==> src/rtl/mc_rx_pkg.sv <==
package mc_rx_pkg;

  typedef enum logic [2:0] {
    ST_SEARCH,
    ST_START,
    ST_PRE,
    ST_SFD1,
    ST_SYNC_LO,
    ST_SYNC_HI,
    ST_DATA
  } mc_state_e;

  // expected preamble bit; odd = position parity
  function automatic logic pre_bit(input logic [1:0] pat, input logic odd);
    case (pat)
      2'b00:   return 1'b1;
      2'b01:   return 1'b0;
      2'b10:   return odd;
      default: return ~odd;
    endcase
  endfunction

endpackage

==> src/rtl/mc_line_sampler.sv <==
module mc_line_sampler (
  input  logic clk_i,
  input  logic rst_ni,
  input  logic tick_i,
  input  logic rx_i,
  input  logic inv_i,
  output logic lvl_o,
  output logic rise_o,
  output logic fall_o
);

  logic prev_q;

  assign lvl_o  = rx_i ^ inv_i;
  assign rise_o = tick_i & lvl_o & ~prev_q;
  assign fall_o = tick_i & ~lvl_o & prev_q;

  always_ff @(posedge clk_i or negedge rst_ni) begin
    if (!rst_ni)     prev_q <= 1'b1;
    else if (tick_i) prev_q <= lvl_o;
  end

endmodule

==> src/rtl/mc_word_asm.sv <==
module mc_word_asm #(
  parameter int unsigned MAX_DW = 9,
  parameter int unsigned LW     = $clog2(MAX_DW + 1)
) (
  input  logic              clk_i,
  input  logic              rst_ni,
  input  logic              clr_buf_i,
  input  logic              bit_vld_i,
  input  logic              bit_i,
  input  logic [LW-1:0]     len_i,
  output logic              last_o,
  output logic [MAX_DW-1:0] data_o,
  output logic              valid_o
);

  logic [MAX_DW-1:0] buf_q, nxt;
  logic [LW-1:0]     idx_q;

  assign last_o = (idx_q == len_i - LW'(1));

  always_comb begin
    nxt = buf_q;
    if (idx_q < LW'(MAX_DW)) nxt[idx_q] = bit_i;
  end

  always_ff @(posedge clk_i or negedge rst_ni) begin
    if (!rst_ni) begin
      buf_q   <= '0;
      idx_q   <= '0;
      data_o  <= '0;
      valid_o <= 1'b0;
    end else begin
      valid_o <= 1'b0;
      if (clr_buf_i) begin
        buf_q <= '0;
        idx_q <= '0;
      end else if (bit_vld_i) begin
        if (last_o) begin
          data_o  <= nxt;
          valid_o <= 1'b1;
          buf_q   <= '0;
          idx_q   <= '0;
        end else begin
          buf_q <= nxt;
          idx_q <= idx_q + LW'(1);
        end
      end
    end
  end


  valid_pulse_chk: assert property (@(posedge clk_i) disable iff (!rst_ni)
    valid_o |=> !valid_o);


  valid_src_chk: assert property (@(posedge clk_i) disable iff (!rst_ni)
    valid_o |-> $past(bit_vld_i));

endmodule

==> src/rtl/mc_rx_decoder.sv <==
module mc_rx_decoder
  import mc_rx_pkg::*;
#(
  parameter int unsigned OS       = 16,
  parameter int unsigned SYNC_TOL = 2,
  parameter int unsigned PLW      = 4,
  parameter int unsigned MAX_DW   = 9,
  parameter int unsigned LW       = $clog2(MAX_DW + 1)
) (
  input  logic              clk_i,
  input  logic              rst_ni,
  input  logic              samp_en_i,
  input  logic              rx_i,
  input  logic              man_en_i,
  input  logic              inv_i,
  input  logic [PLW-1:0]    pre_len_i,
  input  logic [1:0]        pre_pat_i,
  input  logic              one_bit_sfd_i,
  input  logic [LW-1:0]     data_len_i,
  input  logic              clr_i,
  output logic [MAX_DW-1:0] data_o,
  output logic              valid_o,
  output logic              code_err_o,
  output logic              sfd_err_o
);

  localparam int unsigned CW = $clog2(2*OS + SYNC_TOL + 2);
  localparam int unsigned QW = $clog2(OS/4 + 1);
  localparam logic [CW-1:0] C_QTR  = CW'(OS/4);
  localparam logic [CW-1:0] C_HALF = CW'(OS/2);
  localparam logic [CW-1:0] C_BND  = CW'(OS/4 + OS/2);
  localparam logic [CW-1:0] C_WLO  = CW'(OS - OS/4);
  localparam logic [CW-1:0] C_WHI  = CW'(OS + OS/4);
  localparam logic [CW-1:0] C_SLO  = CW'(2*OS - SYNC_TOL);
  localparam logic [CW-1:0] C_SHI  = CW'(2*OS + SYNC_TOL);
  localparam logic [CW-1:0] C_HMIN = CW'(3*OS/2 - SYNC_TOL);
  localparam logic [CW-1:0] C_DRL  = CW'(3*OS/2 - SYNC_TOL + 1 - OS);
  localparam logic [QW-1:0] Q_LAST = QW'(OS/4 - 1);

  mc_state_e      st_q, st_d, sfd_st;
  logic [CW-1:0]  cnt_q, cnt_d;   // samples since last mid-bit edge
  logic [QW-1:0]  lcnt_q, lcnt_d;
  logic [PLW-1:0] pcnt_q, pcnt_d;
  logic           lvl, rise, fall, any_edge, win;
  logic           set_cerr, set_serr, bit_vld, frame_go, last;

  mc_line_sampler u_smp (
    .clk_i  (clk_i),
    .rst_ni (rst_ni),
    .tick_i (samp_en_i),
    .rx_i   (rx_i),
    .inv_i  (inv_i),
    .lvl_o  (lvl),
    .rise_o (rise),
    .fall_o (fall)
  );

  mc_word_asm #(.MAX_DW(MAX_DW), .LW(LW)) u_asm (
    .clk_i     (clk_i),
    .rst_ni    (rst_ni),
    .clr_buf_i (frame_go),
    .bit_vld_i (bit_vld),
    .bit_i     (rise),
    .len_i     (data_len_i),
    .last_o    (last),
    .data_o    (data_o),
    .valid_o   (valid_o)
  );

  assign any_edge = rise | fall;
  assign win      = (cnt_q >= C_WLO) && (cnt_q <= C_WHI);
  assign sfd_st   = one_bit_sfd_i ? ST_SFD1 : ST_SYNC_LO;

  always_comb begin
    st_d     = st_q;
    cnt_d    = cnt_q;
    lcnt_d   = lcnt_q;
    pcnt_d   = pcnt_q;
    set_cerr = 1'b0;
    set_serr = 1'b0;
    bit_vld  = 1'b0;
    frame_go = 1'b0;
    if (!man_en_i) begin
      st_d = ST_SEARCH;
    end else if (samp_en_i) begin
      if (cnt_q != '1) cnt_d = cnt_q + CW'(1);
      case (st_q)
        ST_SEARCH: if (fall) begin
          st_d   = ST_START;
          lcnt_d = QW'(1);
        end
        ST_START: begin
          if (lvl) st_d = ST_SEARCH;
          else if (lcnt_q == Q_LAST) begin
            frame_go = 1'b1;
            pcnt_d   = '0;
            // align counter to the first expected half-bit
            if (pre_len_i != '0) begin
              if (pre_bit(pre_pat_i, 1'b0)) begin
                st_d  = ST_PRE;
                cnt_d = C_BND;
              end else begin
                pcnt_d = PLW'(1);
                cnt_d  = C_QTR;
                st_d   = (pre_len_i == PLW'(1)) ? sfd_st : ST_PRE;
              end
            end else if (one_bit_sfd_i) begin
              st_d  = ST_DATA;
              cnt_d = C_QTR;
            end else begin
              st_d  = ST_SYNC_LO;
              cnt_d = C_BND;
            end
          end else lcnt_d = lcnt_q + QW'(1);
        end
        ST_PRE, ST_SFD1, ST_DATA: begin
          if (any_edge && win) begin
            cnt_d = CW'(1);
            if (st_q == ST_PRE) begin
              if (rise != pre_bit(pre_pat_i, pcnt_q[0])) st_d = ST_SEARCH;
              else if ((pcnt_q + PLW'(1)) == pre_len_i) st_d = sfd_st;
              else pcnt_d = pcnt_q + PLW'(1);
            end else if (st_q == ST_SFD1) begin
              if (rise) begin
                set_serr = 1'b1;
                st_d     = ST_SEARCH;
              end else st_d = ST_DATA;
            end else begin
              bit_vld = 1'b1;
              if (last) st_d = ST_SEARCH;
            end
          end else if (cnt_q >= C_WHI) begin
            set_cerr = 1'b1;
            st_d     = ST_SEARCH;
          end
        end
        ST_SYNC_LO: begin
          if (lvl && cnt_q > C_HALF) begin
            if (cnt_q >= C_SLO && cnt_q <= C_SHI) begin
              st_d  = ST_SYNC_HI;
              cnt_d = CW'(1);
            end else begin
              set_serr = 1'b1;
              st_d     = ST_SEARCH;
            end
          end else if (!lvl && cnt_q >= C_SHI) begin
            set_serr = 1'b1;
            st_d     = ST_SEARCH;
          end
        end
        ST_SYNC_HI: begin
          if (!lvl) begin
            set_serr = 1'b1;
            st_d     = ST_SEARCH;
          end else if (cnt_q == C_HMIN) begin
            st_d  = ST_DATA;
            cnt_d = C_DRL;
          end
        end
        default: st_d = ST_SEARCH;
      endcase
    end
  end

  always_ff @(posedge clk_i or negedge rst_ni) begin
    if (!rst_ni) begin
      st_q       <= ST_SEARCH;
      cnt_q      <= '0;
      lcnt_q     <= '0;
      pcnt_q     <= '0;
      code_err_o <= 1'b0;
      sfd_err_o  <= 1'b0;
    end else begin
      st_q   <= st_d;
      cnt_q  <= cnt_d;
      lcnt_q <= lcnt_d;
      pcnt_q <= pcnt_d;
      if (clr_i) begin
        code_err_o <= 1'b0;
        sfd_err_o  <= 1'b0;
      end else begin
        if (set_cerr) code_err_o <= 1'b1;
        if (set_serr) sfd_err_o  <= 1'b1;
      end
    end
  end


  off_no_word_chk: assert property (@(posedge clk_i) disable iff (!rst_ni)
    !man_en_i |=> !valid_o);


  win_bound_chk: assert property (@(posedge clk_i) disable iff (!rst_ni)
    (st_q inside {ST_PRE, ST_SFD1, ST_DATA}) |-> cnt_q <= C_WHI);


  cerr_sticky_chk: assert property (@(posedge clk_i) disable iff (!rst_ni)
    code_err_o && !clr_i |=> code_err_o);


  serr_sticky_chk: assert property (@(posedge clk_i) disable iff (!rst_ni)
    sfd_err_o && !clr_i |=> sfd_err_o);


  clr_chk: assert property (@(posedge clk_i) disable iff (!rst_ni)
    clr_i |=> !code_err_o && !sfd_err_o);

endmodule

==> config.mk <==
export PLATFORM = sky130hd
export DESIGN_NAME = mc_rx_decoder
export DESIGN_NICKNAME = d
export VERILOG_FILES = /design/src/rtl/mc_rx_pkg.sv /design/src/rtl/mc_line_sampler.sv /design/src/rtl/mc_word_asm.sv /design/src/rtl/mc_rx_decoder.sv
export SDC_FILE = /design/constraint.sdc
export NUM_CORES = 1
export LEC_CHECK = 0
export ABC_AREA = 0
export CAP_MARGIN = 10
export CORE_MARGIN = 2
export CORE_UTILIZATION = 50
export CTS_BUF_LIST = sky130_fd_sc_hd__clkbuf_8
export CTS_CLUSTER_SIZE = 30
export DETAILED_ROUTE_END_ITERATION = 8
export PLACE_DENSITY = 0.73
export SLEW_MARGIN = 20
export SYNTH_ARGS = -nofsm -noshare
export SYNTH_HDL_FRONTEND = slang
export SYNTH_HIERARCHICAL = 1
export SYNTH_SLANG_ARGS = --single-unit
==> constraint.sdc <==
create_clock -name clk_i -period 3.5 [get_ports clk_i]
set_input_delay 0.7 -clock clk_i [delete_from_list [all_inputs] [get_ports clk_i]]
set_output_delay 0.7 -clock clk_i [all_outputs]
set_load 0.005 [all_outputs]
Word level (Yosys, flattened, before mapping) --
Cells that the tools add are included.
Storage, ports and cells: register bits 42, output and inout port bits 12
Cells by class: magnitude comparators 10, equal/unequal tests 31, reduce and logical (&&, ||, !) cells 22, multiplexer cells 105, bitwise operators 10, $add $sub $neg 5
Operators by type and width (number):
- $mux 3 | 24
- $mux 6 | 9
- $mux 1 | 48
- $mux 4 | 11
- $mux 9 | 4
- $pmux 6 s4 | 1
- $ne 2x2->1 const B | 9
- $ne 6x6->1 const B | 3
- $ne 4x4->1 const B | 4
- $pmux 3 s5 | 1
- $ge 6x5->1 const B | 2
- $reduce_bool 2->1 | 5
- $bwmux 9 | 1
- $eq 3x2->1 const B | 3
- $eq 3x3->1 const B | 3
- $reduce_and 9->1 | 1
- $add 4x1->4 const B | 2
- $eq 4x4->1 | 2
- $pmux 4 s2 | 1
- $reduce_and 8->1 | 1
- $add 6x1->6 const B | 1
- $eq 6x5->1 const B | 1
- $ge 6x4->1 const B | 1
- $ge 6x6->1 const B | 1
- 32 further kinds | 44

Longest topological paths before layout --
Gate-level depths: netlist of run 1.
depth after elaboration 17, mapped depth 11

Modules after synthesis --
The synthesis of run 1 kept the hierarchy.
By module, submodules not included:
- mc_rx_decoder | cells an instance 216, area each 1677.9 µm², times used 1
- mc_word_asm | cells an instance 115, area each 1311.3 µm², times used 1
- mc_line_sampler | cells an instance 7, area each 73.8 µm², times used 1

Worst setup path before layout of run 1 --
OpenSTA, ideal clock, no wires.
path kind input port to flip-flop, from in inv_i, to reg u_asm.data_o[0], stages 9, buffers on the path 0, arrival time 3085 ps, setup time 125 ps, required time 3375 ps, path slack 290 ps, cell sequence xnor2_2 nor3b_2 nor2_1 nor3_4 nand2_2 nor4_1 inv_1 nor4_4 mux2_2
Between the ends: elaborated cells on any way between the ends 20
RTL lines:
- start: declaration | line mc_rx_decoder.sv:15 | input logic inv_i,
- $xor 1x1->1 | line mc_line_sampler.sv:14 | assign lvl_o = rx_i ^ inv_i;
- $and 1x1->1 (2 in series) | line mc_line_sampler.sv:15 | assign rise_o = tick_i & lvl_o & ~prev_q;
- named net rise | line mc_rx_decoder.sv:44 | logic lvl, rise, fall, any_edge, win;
- $or 1x1->1 | line mc_rx_decoder.sv:70 | assign any_edge = rise | fall;
- $logic_and 1x1->1 | line mc_rx_decoder.sv:117 | if (any_edge && win) begin
- $mux 1 | line mc_rx_decoder.sv:117
- $mux 1 | line mc_rx_decoder.sv:87 | case (st_q)
- $mux 1 | line mc_rx_decoder.sv:85 | end else if (samp_en_i) begin
- $mux 1 | line mc_rx_decoder.sv:83 | if (!man_en_i) begin
- named net bit_vld | line mc_rx_decoder.sv:45 | logic set_cerr, set_serr, bit_vld, frame_go, last;
- $reduce_and 3->1 (no source line)
- end signal: assignment | line mc_word_asm.sv:39 | data_o <= nxt;
- end: declaration | line mc_word_asm.sv:12 | output logic [MAX_DW-1:0] data_o,
The timed path passes the listed nets, and every way through them passes these cells. A chain may end at the register's enable or synchronous reset.

Worst setup path in the final report of run 1 --
from in inv_i, to reg u_asm.data_o[7]
Between the ends: word-level cells in the longest chain between the ends 11, elaborated cells on any way between the ends 20
Ends and longest elaborated chain:
- $xor 1x1->1 | line mc_line_sampler.sv:14
- $not 1->1 | line mc_line_sampler.sv:16 | assign fall_o = tick_i & ~lvl_o & prev_q;
- $and 1x1->1 (2 in series) | line mc_line_sampler.sv:16
- named net fall | line mc_rx_decoder.sv:44
- $or 1x1->1 | line mc_rx_decoder.sv:70
- $logic_and 1x1->1 | line mc_rx_decoder.sv:117
- $mux 1 | line mc_rx_decoder.sv:117
- $mux 1 | line mc_rx_decoder.sv:87
- $mux 1 | line mc_rx_decoder.sv:85
- $mux 1 | line mc_rx_decoder.sv:83
- named net bit_vld | line mc_rx_decoder.sv:45
- $reduce_and 3->1 (no source line)
The timed path passes the listed nets, and every way through them passes these cells.

==> results of run 1 <==
-- metal layers --
| metal | vias up | track usage (%) |
|---|---|---|
| li1 | 1283 | - |
| met1 | 1240 | 31.1 |
| met2 | 74 | 32.1 |
| met3 | 13 | 3.91 |
| met4 | 0 | 7.83 |
| met5 | - | 0 |
-- per-stage QoR --
| step | power [mW] | instance area, sq um | util [%] |
|---|---|---|---|
| after floorplan | 0.982 | 3060 | - |
| after global placement | 1.08 | 3430 | 58.0 |
| after detailed placement | 1.09 | 3430 | 58.0 |
| after CTS | 1.40 | 3520 | 59.4 |
| after global routing | 1.50 | 3520 | 59.4 |
| final | 1.39 | 3520 | 59.4 |
-- area by class of cell --
class | count | area (sq um) | share of cell area (%)
tap | 75 | 93.8 | 2.67
sequential | 42 | 1050 | 29.9
clock inverter | 3 | 17.5 | 0.498
clock buffer | 5 | 68.8 | 1.96
inverter | 22 | 82.6 | 2.35
multi-input combinational | 260 | 1850 | 52.6
timing repair buffer | 38 | 353 | 10.0
-- registers in the layout, summed over array words and instances, names as in the netlist, 3 cells and up --
signal / cells
u_asm/buf_q: 9
u_asm/data_o: 9
cnt_q: 6
pcnt_q: 4
u_asm/idx_q: 4
lcnt_q: 3
st_q: 3
-- logic make-up after synthesis --
kind of cell	share of synthesized area [%]
AO/OA/AOI/OAI	15.7
adder cells (fa/ha/maj)	6.13
XOR/XNOR	4.94
AND/OR/NAND/NOR	23.4
flip-flops	34.4
buffers and inverters	5.19
multiplexers	10.2
-- cells in the mapped netlist, types with 5 or more instances --
library cell  instances
nand2_1              28
inv_1                21
mux2_2               18
mux2i_1              11
nand3_1              20
o21ai_1               7
nand2b_1              7
xor2_1                6
nor2_1               32
buf_2                 7
ha_1                 15
xnor2_1               5
dfrtp_1              41
nor3_1                5
nand4_1               5
a31oi_1               5
a21oi_1              10
o21ai_0              13
-- worst max path at each step --
| stage | start | end | slack, ps | depth (start not counted) |
|---|---|---|---|---|
| finish | inv_i | u_asm/data_o[7] | 280 | 11 |
| floorplan | inv_i | u_asm/data_o[0] | 290 | 9 |
| global route | inv_i | u_asm/data_o[0] | 100 | 11 |
| CTS | inv_i | u_asm/data_o[0] | 280 | 11 |
| detailed placement | inv_i | u_asm/data_o[7] | 10 | 11 |
| global placement | inv_i | u_asm/data_o[0] | 90 | 11 |
-- worst min-delay path: cells and delay by family, from the launching register on --
kind	cells	cell delay, ps
AOI/OAI and AO/OA	1	60
and+or+nand+nor	1	40
DFF	1	350
-- placed cells by master (no fill, tap or decap), types with 6 or more instances in the layout --
| cell | netlist | final |
|---|---|---|
| nand2b_1 | 7 | 7 |
| nand2_1 | 28 | 28 |
| nand3_1 | 20 | 20 |
| inv_1 | 21 | 22 |
| xor2_1 | 6 | 6 |
| dfrtp_1 | 41 | 41 |
| o21ai_1 | 7 | 7 |
| nor2_1 | 32 | 32 |
| ha_1 | 15 | 15 |
| mux2_2 | 18 | 18 |
| mux2i_1 | 11 | 11 |
| buf_4 | 2 | 9 |
| clkdlybuf4s50_1 | 0 | 28 |
| o21ai_0 | 13 | 13 |
| a21oi_1 | 10 | 10 |
-- power by group --
group	switching, mW	internal (mW)	leakage (nW)
clock	0.168	0.138	0.0493
sequential	0.117	0.535	0.559
combinational	0.240	0.195	0.958
total	0.525	0.869	1.57
==> out/results.ini, run 1 <==
[run_status]
outcome = finished clean

[placement]
dp.cells = 437
io_buffers = 29
pre_cts_ws_ps = 13.1
gp_congestion = 0.882
hpwl_um = 4920

[sta]
whs_ps = 489
worst_slack_ps = 275
worst_clock_skew_ps = 8.76
max_slew_margin_pct = 36.7
fin_crit_ps = 3220
finalMaxSlewViolations = 0
worst_slew_pin_slew_ps = 950
period_share_pct = 92.1
fin_setup_tns_ps = 0
hold_viol = 0
fmax_mhz = 310
finalSetupViolations = 0
rsz0062_at_grt = no

[worst_setup_path]
critPathTopFamily = simple AND/OR/NAND/NOR gates
crit_path_max_fanout = 10
worst-setup-path-type = primary input to flop
r2r_start = cnt_q[1]
critPathBufInv = 3
worst_setup_path_start_kind = primary input
r2r_slack_ps = 780
crit_path_end_kind = flop
arrival_ps = 3400
ff2ff_path_depth = 10
critPathMaxStageDelay_ps = 440
regToRegEndpoint = u_asm/data_o[7]
cp.required_ps = 3680
path_cells = clkdlybuf4s50_1 -> xnor2_2 -> and3_1 -> nor2_1 -> nor3_4 -> nand2_2 -> nor4_1 -> inv_1 -> nor4_4 -> buf_4 -> mux2_2
crit_slowest_cell = clkdlybuf4s50_1

[finish]
drive_gt1_share_pct = 13.5
stdcell_count = 445
areaGrowthSynthToFinish_pct = 14.9
diodes = 0
fill_cells = 527
fin_nets = 402

[route]
route.detailed.drc = 0
routed-wl-met2_um = 3050
wl_per_cell_um = 15.1
top_layer_used = met4
routed_wl_um = 6720
drtIter0Drc = 250
num_vias = 2610
first_pass_iters = 4
final_antenna_net_count = 0
vias_per_cell = 5.87
met3WireLength_um = 381
met1_length_um = 3170

[yosys]
synthTopCellsByArea = dfrtp_1 (33%), mux2_2 (6.6%), ha_1 (6.1%), nor2_1 (3.9%), mux2i_1 (3.6%)
ys_seq_elements = 42
synthArstFlopShare_pct = 100
avgSynthCellArea_sq_um = 9.06
synth_top_cell_by_area = dfrtp_1
seq_area_frac_synth_pct = 34.4
netlist_instances = 338
syn-num-nets = 371
yosysWarnings = 6
yosys.cell_types.count = 64
syn_area_sq_um = 3060
synth.top_cell.area_share_pct = 33.5
synth_edf_count = 0
synth-main-ff-cell = dfrtp_1

[floorplanning]
die-area_sq_um = 6770
row_count = 28
die_w_um = 82.3
coreArea_sq_um = 5920
initial_utilization_pct = 51.7
fp.dieH_um = 82.3
io_pins = 30

[pwr]
worst_ir_drop_vdd_mv = 0.215
power.leakage_nw = 1.57
pwr_density_cell_nw_per_um2 = 396

[clock_network]
hold_buffers = 0
root_buffer = clkbuf_8
numCtsBuffers = 5
cts_tree = built
postCtsSetupBuffers = 0
cts_resized = 0
clk_path_buf_depth = 2
htree_levels = 2
cts.sinks = 42
cts.clk_slew.worst_paths_ps = 80
clock_latency_ps = 290

[worst_hold_path]
hold_depth = 2
hold_start = lcnt_q[2]
whs_endpoint = lcnt_q[2]
hold_path.class = flop to flop

[flow_run]
maxCapViolations = 0

[global_routing]
gr-usage-all-layers_pct = 21.5
antenna_found_initial = 0
grt_max_degree = 43
grt_pass1_wl_um = 11300
grt_remaining_overflow = 0
grt_pass1_vias = 2412

Note: power is estimated with default switching activity, not from simulation.
==> run 2, diff against run 1 <==
--- a/config.mk
+++ b/config.mk
@@ -12,6 +12,7 @@
 export CTS_BUF_LIST = sky130_fd_sc_hd__clkbuf_8
 export CTS_CLUSTER_SIZE = 30
 export DETAILED_ROUTE_END_ITERATION = 8
+export GPL_ROUTABILITY_DRIVEN = 0
 export PLACE_DENSITY = 0.73
 export SLEW_MARGIN = 20
 export SYNTH_ARGS = -nofsm -noshare
==> results of run 2 <==
Final layout, timing and power as in run 1 (identical DEF).
